## src/rtl/hdlc_evt_pkg.sv

```systemverilog
package hdlc_evt_pkg;
  localparam int REG_W = 16;
  localparam int N_LVL = 3;
  localparam int N_PLS = 7;

  // field bit number (0 = MSB) to vector index
  function automatic int fidx(input int fbit);
    return REG_W - 1 - fbit;
  endfunction

  localparam int F_RXG = 3;
  localparam int F_TXG = 4;
  localparam int F_CAR = 5;
  localparam int F_FLG = 6;
  localparam int F_IDL = 7;
  localparam int F_GST = 8;
  localparam int F_TXE = 11;
  localparam int F_RXF = 12;
  localparam int F_BSY = 13;
  localparam int F_TXB = 14;
  localparam int F_RXB = 15;

  function automatic logic [REG_W-1:0] valid_bits();
    logic [REG_W-1:0] m;
    m = '0;
    for (int f = F_RXG; f <= F_GST; f++) m[fidx(f)] = 1'b1;
    for (int f = F_TXE; f <= F_RXB; f++) m[fidx(f)] = 1'b1;
    return m;
  endfunction

  localparam logic [REG_W-1:0] VALID_MASK = valid_bits();
endpackage

```

## src/rtl/evt_lvl_edge.sv

```systemverilog
module evt_lvl_edge #(
  parameter int W = 3
) (
  input  logic         clk,
  input  logic         rst_n,
  input  logic [W-1:0] lvl_i,
  output logic [W-1:0] chg_o
);
  logic         primed_q;
  logic [W-1:0] prev_q;

  always_ff @(posedge clk) begin
    if (!rst_n) primed_q <= 1'b0;
    else        primed_q <= 1'b1;
  end

  for (genvar g = 0; g < W; g++) begin : g_bit
    always_ff @(posedge clk) begin
      if (!rst_n) prev_q[g] <= 1'b0;
      else        prev_q[g] <= lvl_i[g];
    end
    // first sample after reset only primes the history
    assign chg_o[g] = primed_q & (lvl_i[g] ^ prev_q[g]);
  end

  assert_hist_track_R4: assert property (@(posedge clk) disable iff (!rst_n)
    1'b1 |=> (prev_q == $past(lvl_i)));
endmodule

```

## src/rtl/evt_gstop.sv

```systemverilog
module evt_gstop (
  input  logic clk,
  input  logic rst_n,
  input  logic cmd_i,
  input  logic frame_active_i,
  output logic done_o
);
  logic pend_q;
  logic want;

  assign want   = cmd_i | pend_q;
  assign done_o = want & ~frame_active_i;

  always_ff @(posedge clk) begin
    if (!rst_n) pend_q <= 1'b0;
    else        pend_q <= want & frame_active_i;
  end

  assert_gs_defer_R6: assert property (@(posedge clk) disable iff (!rst_n)
    (pend_q && frame_active_i) |-> !done_o);
  assert_gs_hold_R6: assert property (@(posedge clk) disable iff (!rst_n)
    (pend_q && frame_active_i) |=> pend_q);
  assert_gs_clear_R5: assert property (@(posedge clk) disable iff (!rst_n)
    done_o |=> !pend_q);
endmodule

```

## src/rtl/evt_regbank.sv

```systemverilog
module evt_regbank #(
  parameter int              W     = 16,
  parameter logic [W-1:0]    VALID = '1
) (
  input  logic         clk,
  input  logic         rst_n,
  input  logic [W-1:0] set_i,
  input  logic         wr_ev_i,
  input  logic         wr_mask_i,
  input  logic [W-1:0] wdata_i,
  output logic [W-1:0] ev_o,
  output logic [W-1:0] mask_o
);
  logic [W-1:0] ev_q, mask_q, clr_v, set_v;

  assign clr_v = wr_ev_i ? wdata_i : '0;
  assign set_v = set_i & VALID;

  always_ff @(posedge clk) begin
    if (!rst_n) begin
      ev_q   <= '0;
      mask_q <= '0;
    end else begin
      ev_q <= ((ev_q & ~clr_v) | set_v) & VALID;
      if (wr_mask_i) mask_q <= wdata_i & VALID;
    end
  end

  assign ev_o   = ev_q;
  assign mask_o = mask_q;

  assert_rsvd_zero_R2: assert property (@(posedge clk) disable iff (!rst_n)
    ((ev_q & ~VALID) == '0) && ((mask_q & ~VALID) == '0));
  assert_set_wins_R8: assert property (@(posedge clk) disable iff (!rst_n)
    1'b1 |=> ((ev_q & $past(set_v)) == $past(set_v)));
  assert_zero_keeps_R7: assert property (@(posedge clk) disable iff (!rst_n)
    1'b1 |=> ((ev_q & $past(ev_q & ~clr_v)) == $past(ev_q & ~clr_v)));
  assert_mask_stable_R9: assert property (@(posedge clk) disable iff (!rst_n)
    !wr_mask_i |=> $stable(mask_q));
endmodule

```

## src/rtl/hdlc_evt_unit.sv

```systemverilog
module hdlc_evt_unit
  import hdlc_evt_pkg::*;
(
  input  logic             clk,
  input  logic             rst_n,
  input  logic             lvl_flag,
  input  logic             lvl_idle,
  input  logic             lvl_carrier,
  input  logic             pls_rx_glitch,
  input  logic             pls_tx_glitch,
  input  logic             pls_tx_err,
  input  logic             pls_rx_frame,
  input  logic             pls_busy,
  input  logic             pls_tx_buf,
  input  logic             pls_rx_buf,
  input  logic             tx_frame_active,
  input  logic             gstop_cmd,
  input  logic             reg_sel,
  input  logic             reg_wr,
  input  logic [REG_W-1:0] reg_wdata,
  output logic [REG_W-1:0] reg_rdata,
  output logic             irq
);
  logic [N_LVL-1:0] lvl_v, chg_v;
  logic             gs_done;
  logic [REG_W-1:0] set_v, ev_v, mask_v;

  assign lvl_v = {lvl_carrier, lvl_flag, lvl_idle};

  evt_lvl_edge #(.W(N_LVL)) u_edge (
    .clk   (clk),
    .rst_n (rst_n),
    .lvl_i (lvl_v),
    .chg_o (chg_v)
  );

  evt_gstop u_gstop (
    .clk            (clk),
    .rst_n          (rst_n),
    .cmd_i          (gstop_cmd),
    .frame_active_i (tx_frame_active),
    .done_o         (gs_done)
  );

  always_comb begin
    set_v = '0;
    set_v[fidx(F_RXG)] = pls_rx_glitch;
    set_v[fidx(F_TXG)] = pls_tx_glitch;
    set_v[fidx(F_CAR)] = chg_v[2];
    set_v[fidx(F_FLG)] = chg_v[1];
    set_v[fidx(F_IDL)] = chg_v[0];
    set_v[fidx(F_GST)] = gs_done;
    set_v[fidx(F_TXE)] = pls_tx_err;
    set_v[fidx(F_RXF)] = pls_rx_frame;
    set_v[fidx(F_BSY)] = pls_busy;
    set_v[fidx(F_TXB)] = pls_tx_buf;
    set_v[fidx(F_RXB)] = pls_rx_buf;
  end

  evt_regbank #(.W(REG_W), .VALID(VALID_MASK)) u_bank (
    .clk       (clk),
    .rst_n     (rst_n),
    .set_i     (set_v),
    .wr_ev_i   (reg_wr & ~reg_sel),
    .wr_mask_i (reg_wr & reg_sel),
    .wdata_i   (reg_wdata),
    .ev_o      (ev_v),
    .mask_o    (mask_v)
  );

  assign reg_rdata = reg_sel ? mask_v : ev_v;
  assign irq       = |(ev_v & mask_v);

  assert_irq_hold_R10: assert property (@(posedge clk) disable iff (!rst_n)
    (irq && !reg_wr) |=> irq);
  assert_rst_clear_R1: assert property (@(posedge clk)
    !rst_n |=> (ev_v == '0 && mask_v == '0));
endmodule

```

## config.mk

```make
export PLATFORM = sky130hd
export DESIGN_NAME = hdlc_evt_unit
export DESIGN_NICKNAME = d
export VERILOG_FILES = /design/src/rtl/hdlc_evt_pkg.sv /design/src/rtl/evt_lvl_edge.sv /design/src/rtl/evt_gstop.sv /design/src/rtl/evt_regbank.sv /design/src/rtl/hdlc_evt_unit.sv
export SDC_FILE = /design/constraint.sdc
export NUM_CORES = 1
export LEC_CHECK = 0
export BUFFER_PORTS_ARGS = -buffer_cell sky130_fd_sc_hd__clkbuf_2
export CELL_PAD_IN_SITES_DETAIL_PLACEMENT = 1
export CELL_PAD_IN_SITES_GLOBAL_PLACEMENT = 2
export CORE_ASPECT_RATIO = 1.25
export CORE_UTILIZATION = 27
export CTS_CLUSTER_SIZE = 16
export DETAILED_ROUTE_END_ITERATION = 10
export PLACE_DENSITY = 0.78
export SYNTH_ARGS = -nofsm -noshare
export SYNTH_HDL_FRONTEND = slang
export SYNTH_SLANG_ARGS = --single-unit
```

## constraint.sdc

```tcl
create_clock -name clk -period 1 [get_ports clk]
set_input_delay 0.15 -clock clk [delete_from_list [all_inputs] [get_ports clk]]
set_output_delay 0.15 -clock clk [all_outputs]
set_load 0.1 [all_outputs]
```

Word level (Yosys, flattened, before mapping):

Index checks and enable logic that the tools add are counted.

* mux-type cells: 3
* bitwise gates (word level): 17
* reductions and logical operators: 1

Operators with widths (number)
* 13-bit bitwise AND: 2
* 13-bit two-way mux: 2
* 16-bit OR reduction: 1
* 13-bit inverter: 1
* 13-bit bitwise OR: 1
* 1-bit bitwise AND: 7
* 1-bit bitwise XOR: 3
* 1-bit inverter: 2
* 1-bit two-way mux: 1
* 1-bit bitwise OR: 1

* bits in registers: 27
* input bits: 32
* output and inout port bits: 17
* logic and storage cells: 28

Longest topological paths before layout:

Gate-level depths: netlist of run 1.

* depth after elaboration: 6
* gate-level depth with buffers: 4
* mapped depth without buffers: 3

Modules after synthesis:

From an unflattened synthesis of run 1, not the netlist that was laid out.

* cells, all modules: 138
* area, all modules: 1413.9 um2

By module, submodules not included
* evt_regbank: times used 1, cells an instance 92, area each 888.4 um2, sequential area each 440.4 um2
* hdlc_evt_unit: times used 1, cells an instance 30, area each 337.8 um2, sequential area each 0.0 um2
* evt_lvl_edge: times used 1, cells an instance 13, area each 147.6 um2, sequential area each 80.1 um2
* evt_gstop: times used 1, cells an instance 3, area each 40.0 um2, sequential area each 20.0 um2

Worst setup path after synthesis of run 1:

OpenSTA, ideal clock, no wires.

* kind: register to output
* start point: reg u_bank.ev_q[11] (netlist: u_bank.ev_o[11])
* end point: out irq
* arrival time: 1.489 ns
* required time: 0.850 ns
* slack: -0.639 ns
* cell stages (with the launch flop): 4
* path through: dfxtp_1 a22o_1 a221oi_1 nand3_1

* longest elaborated chain between the ends: 2

RTL lines
* start: declaration: RTL line evt_regbank.sv:14 `logic [W-1:0] ev_q, mask_q, clr_v, set_v;`
* start signal: assignment: RTL line evt_regbank.sv:24 `ev_q <= ((ev_q & ~clr_v) | set_v) & VALID;`
* 13-bit bitwise AND: RTL line hdlc_evt_unit.sv:72 `assign irq = |(ev_v & mask_v);`
* 16-bit OR reduction: RTL line hdlc_evt_unit.sv:72
* end: declaration: RTL line hdlc_evt_unit.sv:22 `output logic irq`

Every way passes these cells.

Worst setup path in the final report of run 1:

* start point: reg u_bank.ev_q[7] (netlist: u_bank.ev_o[7])
* end point: out irq

The elaborated chain is that of the path after synthesis.

==> flow_metrics.py, run 1 <==
metrics = {
    "outcome": {
        "status": "complete, but fails checks",
        "violations": "negative setup slack",
    },
    "yosys": {
        "synth_cells": 130,
        "ys_seq_area_frac": 0.445,
        "ys_types": 21,
        "synth_top_area_cell": "dfxtp_1",
        "synth_area_leaders": "dfxtp_1, mux2_2, nand2_1",
        "synth_seq_cells": 27,
        "yosysTopAreaCellShare": 0.445,
        "yosys_warnings": 0,
        "avgSynthCellArea_sq_um": 9.35,
        "netlist_area_sq_um": 1210,
    },
    "cells_and_area": {
        "layout_common_cells": "nand2_1, clkbuf_2, dfxtp_2, buf_6, buf_12",
        "layout_commonest_cell": "nand2_1",
        "diodes": 0,
        "nets": 228,
        "syn_to_final_growth_pct": 68.9,
        "final_layout_size_suffix_gt1_frac": 0.533,
        "seq_area_sq_um": 563,
        "multi_input_area_sq_um": 689,
        "num-fill-cells": 479,
    },
    "global_routing": {
        "overflow": 0,
        "antenna_found_initial": 0,
        "grt_pass1_wl_um": 5950,
        "grt_pass1_vias": 1245,
        "grt_usage": 0.169,
        "grt_max_degree": 28,
    },
    "power": {
        "ir_drop_mv": 0.475,
        "pwr-share-clk": 0.228,
        "pwr-share-comb": 0.353,
        "switchingPower_uw": 1010,
        "leakage_uw": 0.000928,
        "p_per_area_nw_per_um2": 1400,
        "seqPwrFrac": 0.419,
        "switching_share": 0.353,
        "internal_power_uw": 1860,
    },
    "drt": {
        "post-route-drc-count": 0,
        "vias_per_cell": 4.65,
        "vias": 1168,
        "ant_nets": 0,
        "routed_wl_um": 3740,
        "firstDrtPassIters": 6,
        "wire_per_inst_um": 14.9,
        "drtIter0Drc": 64,
    },
    "cts": {
        "cts_root_buffer": "clkbuf_8",
        "clock-sinks": 27,
        "htree_levels": 1,
        "cts_buffer_depth": 2,
        "cts_tree": "built",
        "clkTransAtPathRegs_ps": 100,
        "clk-insertion-delay-late_ps": 280,
        "cts_buffers": 3,
    },
    "floorplan": {
        "die_width_um": 62.0,
        "start_util": 0.290,
        "ioPinCount": 49,
        "core_area_sq_um": 4200,
        "die_h_um": 77.0,
        "rows": 26,
        "die_area_sq_um": 4770,
    },
    "setup_path": {
        "reg2reg_slack_ps": 50,
        "crit_required_ps": 850,
        "crit_path_start_kind": "register",
        "crit_type": "register to primary output",
        "cp_max_fo": 2,
        "cp.arrival_ps": 1400,
        "critPathCaptureType": "primary output",
    },
    "sta": {
        "skew_ps": 6.12,
        "rsz0062_at_grt": "true",
        "slew_viol_final": 0,
        "fin_crit_sh": 1.55,
        "fin_ws_ps": -545,
        "slew_headroom": 0.655,
        "finalSetupViolations": 12,
        "period_needed_ps": 1550,
        "worst_slew_pin_slew_ps": 518,
        "clock.fmax_ghz": 0.647,
        "hold_viol_final": 0,
        "fin_tns_setup_ps": -4170,
        "holdWs_ps": 72.6,
    },
    "place": {
        "place_hpwl_um": 2700,
        "post-place-ws_ps": -255,
        "place.gp.congestion": 0.730,
        "io_buffers": 38,
    },
    "worst_hold_path": {
        "hold_path_class": "input pin to register",
    },
    "job": {
        "cap_viol_max_count": 0,
    },
}
-- area by class of cell --
cell class	instances	area share
flip-flops and latches	27	0.274
multi-input cells	94	0.336
clock buffers	3	0.0201
well taps	56	0.0341
clock inverters	1	0.00366
repair buffers	67	0.326
inverters	3	0.00549
-- critical path, cell delays in order, from the launching register on --
cell and delay [ps]:
dfxtp_2 330, a22o_1 230, a221oi_2 250, nand3_4 110, buf_12 180
-- routing by layer --
layer / part of all wire / global-route usage / up-vias / wire length, um
met5: 0 / 0 / - / 0
met4: 0.022 / 0.0756 / 0 / 84
met3: 0.021 / 0.0169 / 6 / 80
met2: 0.57 / 0.304 / 23 / 2110
met1: 0.39 / 0.189 / 578 / 1460
li1: - / - / 561 / -
-- power by group through the flow --
stage | logic (uW) | registers [uW] | clock network (uW)
after global placement | 956 | 1200 | 0
final | 1010 | 1200 | 656
after floorplan | 605 | 1200 | 0
after global routing | 1070 | 1210 | 713
after detailed placement | 972 | 1210 | 0
after CTS | 1000 | 1200 | 672
-- kinds of logic after synthesis --
logic type | synth area share
compound gates | 0.235
xor+xnor | 0.0216
buf+inv | 0.0638
flops | 0.445
mux | 0.102
other cells | 0.00309
simple gates | 0.130
-- flip-flops by register name, indices dropped and copies added, names as in the netlist --
signal           flops
u_bank.mask_o       11
u_gstop.pend_q       1
u_edge.prev_q        3
u_edge.primed_q      1
u_bank.ev_o         11
-- path summary, 6_finish.rpt --
kind	from	to	depth (start not counted)
setup / recovery	u_bank.ev_o[7]$_SDFF_PN0_	irq	4
hold / removal	pls_busy	u_bank.ev_o[2]$_SDFF_PN0_	2
setup reg to reg	u_bank.ev_o[12]$_SDFF_PN0_	u_bank.ev_o[12]$_SDFF_PN0_	4
hold reg to reg	u_bank.mask_o[4]$_SDFFE_PN0P_	u_bank.mask_o[4]$_SDFFE_PN0P_	2
-- through the flow --
| stage | utilization | power, uW | area, sq um | std cells |
|---|---|---|---|---|
| floorplan | - | 1800 | 1290 | 134 |
| global placement | 0.447 | 2160 | 1880 | 243 |
| detailed placement | 0.447 | 2180 | 1880 | 243 |
| CTS | 0.479 | 2870 | 2010 | 248 |
| global route | 0.489 | 2990 | 2050 | 251 |
| finish | 0.489 | 2870 | 2050 | 251 |
-- cells in the mapped netlist --
master    instances
nand3_1           1
nand2b_1          1
and2_1            4
a221oi_1          2
a21boi_0         12
clkbuf_1          1
nor2_1            3
nand2_1          27
a22o_1            2
nor2b_2           1
buf_2             2
xor2_1            3
inv_1             3
a21boi_1         10
dfxtp_1          27
buf_4             7
a222oi_1          1
mux2_2           11
conb_1            1
o21ai_0           3
o21a_1            8
-- what timing repair did --
action | 4_1_cts | 5_1_grt
pin swaps | 0 | 0
buffers inserted | 3 | 4
endpoints found under the setup margin | 12 | 12
gates resized for setup | 32 | 5
hold buffers | 0 | 0
Power figures use the tool's default switching activity.
==> inputs of run 2 (changes only) <==
- CORE_UTILIZATION: 27 -> 29
- PLACE_DENSITY: 0.78 -> 0.85
- SYNTH_HIERARCHICAL: unset -> 1
==> flow_metrics.py, run 2 <==
metrics = {
    "job": {
        "cap_viol_max_count": 0,
    },
    "floorplan": {
        "ioPinCount": 49,
        "core_area_sq_um": 4690,
        "rows": 28,
        "die_h_um": 80.0,
        "die_width_um": 64.4,
        "start_util": 0.300,
        "die_area_sq_um": 5150,
    },
    "yosys": {
        "netlist_area_sq_um": 1410,
        "synth_cells": 137,
        "yosys_warnings": 6,
        "avgSynthCellArea_sq_um": 10.3,
    },
    "power": {
        "leakage_uw": 0.000972,
        "p_total_uw": 2950,
        "p_per_area_nw_per_um2": 1390,
        "ir_drop_mv": 0.650,
    },
    "outcome": {
        "status": "complete, but fails checks",
        "violations": "negative setup slack",
    },
    "cells_and_area": {
        "final_layout_size_suffix_gt1_frac": 0.577,
        "syn_to_final_growth_pct": 50.1,
        "nets": 227,
        "layout_common_cells": "clkbuf_2, dfxtp_2, buf_12, mux2_4, buf_6",
        "layout_commonest_cell": "clkbuf_2",
        "final_cell_area_sq_um": 2120,
        "diodes": 0,
        "num-fill-cells": 548,
    },
    "drt": {
        "firstDrtPassIters": 4,
        "routed_wl_um": 3810,
        "drtIter0Drc": 18,
        "wire_per_inst_um": 15.0,
        "post-route-drc-count": 0,
        "vias": 1168,
        "ant_nets": 0,
        "vias_per_cell": 4.60,
    },
    "sta": {
        "clock.fmax_ghz": 0.631,
        "worst_slew_pin_slew_ps": 521,
        "finalSetupViolations": 12,
        "fin_ws_ps": -584,
        "hold_viol_final": 0,
        "slew_viol_final": 0,
        "period_needed_ps": 1580,
        "slew_headroom": 0.654,
        "skew_ps": 4.80,
        "rsz0062_at_grt": "true",
        "fin_crit_sh": 1.58,
    },
    "setup_path": {
        "crit_required_ps": 850,
        "path_delay_family": "compound AO/OA/AOI/OAI gates",
        "critical_path.slowest_cell": "dfxtp_2",
        "crit_path_start_kind": "register",
        "cp.arrival_ps": 1430,
        "crit_type": "register to primary output",
        "critical_path_buf_inv_count": 1,
        "critPathCaptureType": "primary output",
        "critPathMaxStageDelay_ps": 330,
        "crit_chain": "a22o_1, a221oi_2, nand4_1, buf_12",
        "cp_max_fo": 2,
    },
    "cts": {
        "cts_tree": "built",
        "cts_root_buffer": "clkbuf_8",
        "cts_buffers": 3,
        "cts_hold_buf": 0,
        "cts_buffer_depth": 2,
        "clk-insertion-delay-late_ps": 280,
        "htree_levels": 1,
        "clkTransAtPathRegs_ps": 100,
        "clock-sinks": 27,
    },
    "worst_hold_path": {
        "hold_path_class": "input pin to register",
    },
    "global_routing": {
        "overflow": 0,
        "grt_pass1_vias": 1268,
        "grt_usage": 0.160,
        "grt_pass1_wl_um": 6110,
        "antenna_found_initial": 0,
        "grt_max_degree": 28,
    },
    "place": {
        "placed_cell_area_sq_um": 1950,
        "post-place-ws_ps": -279,
        "place.gp.congestion": 0.663,
        "place_hpwl_um": 2750,
        "io_buffers": 38,
    },
}
run 2: stage by stage:
step	hold slack (ps)	util	instances	setup TNS (ps)
after floorplan	178	-	146	-819
after global placement	364	0.416	248	-2760
after detailed placement	368	0.416	248	-3270
after CTS	54.8	0.445	253	-4200
after global routing	60.6	0.451	254	-4710
final	58.6	0.451	254	-4220
run 2: power by group:
part           internal [uW]  leakage, uW  switching, uW  total (uW)
sequential              1150     0.000230           50.9        1200
combinational            449     0.000720            645        1090
clock                    284    0.0000217            371         654
total                   1880     0.000972           1070        2950
run 2: path summary, 6_finish.rpt:
path | cells after the start | startpoint | endpoint | slack, ps
hold reg to reg | 1 | u_gstop/pend_q$_SDFF_PN0_ | u_gstop/pend_q$_SDFF_PN0_ | 530
setup / recovery | 4 | u_bank/ev_o[9]$_SDFF_PN0_ | irq | -580
setup reg to reg | 4 | u_edge/prev_q[0]$_SDFF_PN0_ | u_bank/ev_o[8]$_SDFF_PN0_ | 30
hold / removal | 2 | reg_wdata[10] | u_bank/ev_o[10]$_SDFF_PN0_ | 60
run 2: layout make-up:
type,instances,area (sq um),share of cell area
Clock inverter,1,7.51,0.00355
Inverter,11,41.3,0.0195
Timing Repair Buffer,60,606,0.286
Multi-Input combinational cell,92,782,0.369
Tap cell,60,75.1,0.0355
Sequential cell,27,564,0.267
Clock buffer,3,41.3,0.0195
run 2: repair_timing:
item / CTS / global route
buffers inserted: 4 / 5
endpoints found under the setup margin: 13 / 14
hold endpoints to repair: 0 / 0
resized for setup: 33 / 14
pin swaps: 1 / 4
run 2: worst reg2reg max path, cell delays in order, from the launching register on:
cell	delay (ps)
dfxtp_2	340
xor2_1	150
and2_4	160
o21ai_2	50
a31oi_1	190
run 2: per-layer routing:
metal | wire length (um) | vias to the layer above | GRT usage
met5 | 0 | - | 0
met1 | 1520 | 565 | 0.171
met3 | 101 | 4 | 0.0157
met2 | 2140 | 22 | 0.313
li1 | - | 577 | -
met4 | 55 | 0 | 0.0667
==> inputs of run 3 (changes only) <==
- CORE_UTILIZATION: 29 -> 26
- PLACE_DENSITY: 0.85 -> 0.81
- clock period: 1 -> 1.4 ns (I/O delays scaled with it)
==> flow_metrics.py, run 3 (synthesized netlist as in run 2, its figures left out) <==
metrics = {
    "cts": {
        "clkTransAtPathRegs_ps": 90,
        "clk-insertion-delay-late_ps": 270,
        "cts_hold_buf": 0,
        "cts_root_buffer": "clkbuf_8",
        "cts_buffers": 3,
        "htree_levels": 1,
        "cts_buffer_depth": 2,
        "clock-sinks": 27,
        "cts_tree": "built",
    },
    "outcome": {
        "violations": "negative setup slack",
        "status": "complete, but fails checks",
    },
    "place": {
        "place_hpwl_um": 2480,
        "place.gp.congestion": 0.694,
        "io_buffers": 38,
        "post-place-ws_ps": 21.9,
    },
    "cells_and_area": {
        "utilization": 0.373,
        "multi_input_area_sq_um": 749,
        "nets": 213,
        "seq_area_sq_um": 548,
        "diodes": 0,
        "num-fill-cells": 603,
        "final_layout_size_suffix_gt1_frac": 0.444,
        "layout_commonest_cell": "clkbuf_2",
        "syn_to_final_growth_pct": 36.2,
        "layout_common_cells": "clkbuf_2, dfxtp_1, buf_12",
    },
    "sta": {
        "hold_viol_final": 0,
        "finalSetupViolations": 1,
        "clock.fmax_ghz": 0.601,
        "slew_headroom": 0.654,
        "rsz0062_at_grt": "true",
        "worst_slew_pin_slew_ps": 521,
        "slew_viol_final": 0,
        "skew_ps": 1.18,
        "fin_ws_ps": -263,
        "period_needed_ps": 1660,
        "fin_crit_sh": 1.19,
    },
    "power": {
        "pwr-share-comb": 0.350,
        "leakage_uw": 0.000864,
        "switching_share": 0.357,
        "p_per_area_nw_per_um2": 1040,
        "ir_drop_mv": 0.358,
        "seqPwrFrac": 0.426,
        "switchingPower_uw": 715,
        "pwr-share-clk": 0.224,
        "internal_power_uw": 1290,
        "p_total_uw": 2000,
    },
    "job": {
        "cap_viol_max_count": 0,
    },
    "floorplan": {
        "die_area_sq_um": 5720,
        "die_width_um": 67.9,
        "ioPinCount": 49,
        "core_area_sq_um": 5150,
        "start_util": 0.274,
        "die_h_um": 84.3,
        "rows": 29,
    },
    "drt": {
        "vias_per_cell": 4.55,
        "post-route-drc-count": 0,
        "vias": 1100,
        "firstDrtPassIters": 4,
        "routed_wl_um": 3270,
        "wire_per_inst_um": 13.5,
        "drtIter0Drc": 7,
        "ant_nets": 0,
    },
    "global_routing": {
        "grt_pass1_wl_um": 5220,
        "grt_usage": 0.122,
        "grt_max_degree": 28,
        "antenna_found_initial": 0,
        "overflow": 0,
        "grt_pass1_vias": 1151,
    },
    "worst_hold_path": {
        "hold_path_class": "input pin to register",
    },
    "setup_path": {
        "crit_type": "register to primary output",
        "cp_max_fo": 2,
        "cp.arrival_ps": 1450,
        "critPathCaptureType": "primary output",
        "crit_path_start_kind": "register",
        "crit_required_ps": 1190,
    },
}
-- run 3: cell types whose count changed in the layout (fill, tap and decap cells not counted), sizes merged --
cell      previous run  this run
buf                 34        20
clkbuf              29        30
clkinvlp             1         0
-- run 3: cell type report --
class,count,share of cell area
Timing Repair Buffer,46,0.239
Clock buffer,4,0.0235
Tap cell,62,0.0404
Multi-Input combinational cell,92,0.390
Inverter,11,0.0215
Sequential cell,27,0.285
-- run 3: through the flow --
step                      hold WS (ps)  instance area (sq um)  setup TNS [ps]  std cells
final                              128                   1920            -263        242
after floorplan                    238                   1460            -422        146
after global placement             420                   1850               0        236
after detailed placement           424                   1850               0        236
after global routing               121                   1920            -401        242
after CTS                          128                   1910            -290        242
-- run 3: path summary, 6_finish.rpt --
kind,start,endpoint,slack [ps],cells past startpoint
min,reg_wdata[12],u_bank/ev_o[12]$_SDFF_PN0_,130,2
max,u_bank/ev_o[8]$_SDFF_PN0_,irq,-260,4
min reg2reg,u_gstop/pend_q$_SDFF_PN0_,u_gstop/pend_q$_SDFF_PN0_,520,1
max reg2reg,u_edge/prev_q[0]$_SDFF_PN0_,u_bank/ev_o[8]$_SDFF_PN0_,430,4
-- run 3: critical path, cell delays in order, from the launching register on --
cell and delay, ps:
dfxtp_2 330, a22o_1 240, a221oi_2 190, nand4_1 200, buf_12 220
-- run 3: power groups by stage --
stage / registers, uW / logic (uW) / clock network, uW
after floorplan: 859 / 504 / 0
after global placement: 867 / 691 / 0
after detailed placement: 869 / 699 / 0
after CTS: 851 / 705 / 471
after global routing: 860 / 738 / 493
final: 852 / 702 / 449
-- run 3: timing repair --
action,4_1_cts,5_1_grt
pin swaps,2,3
setup buffers,2,0
gates resized for setup,3,4
endpoints found under the setup margin,2,4
-- run 3: layer usage --
layer	track usage	wire length [um]	vias up	share of wire
met5	0	0	-	0
met4	0.0455	42	0	0.013
met3	0.0190	128	5	0.039
met2	0.221	1740	26	0.53
met1	0.137	1360	521	0.41
li1	-	-	548	-
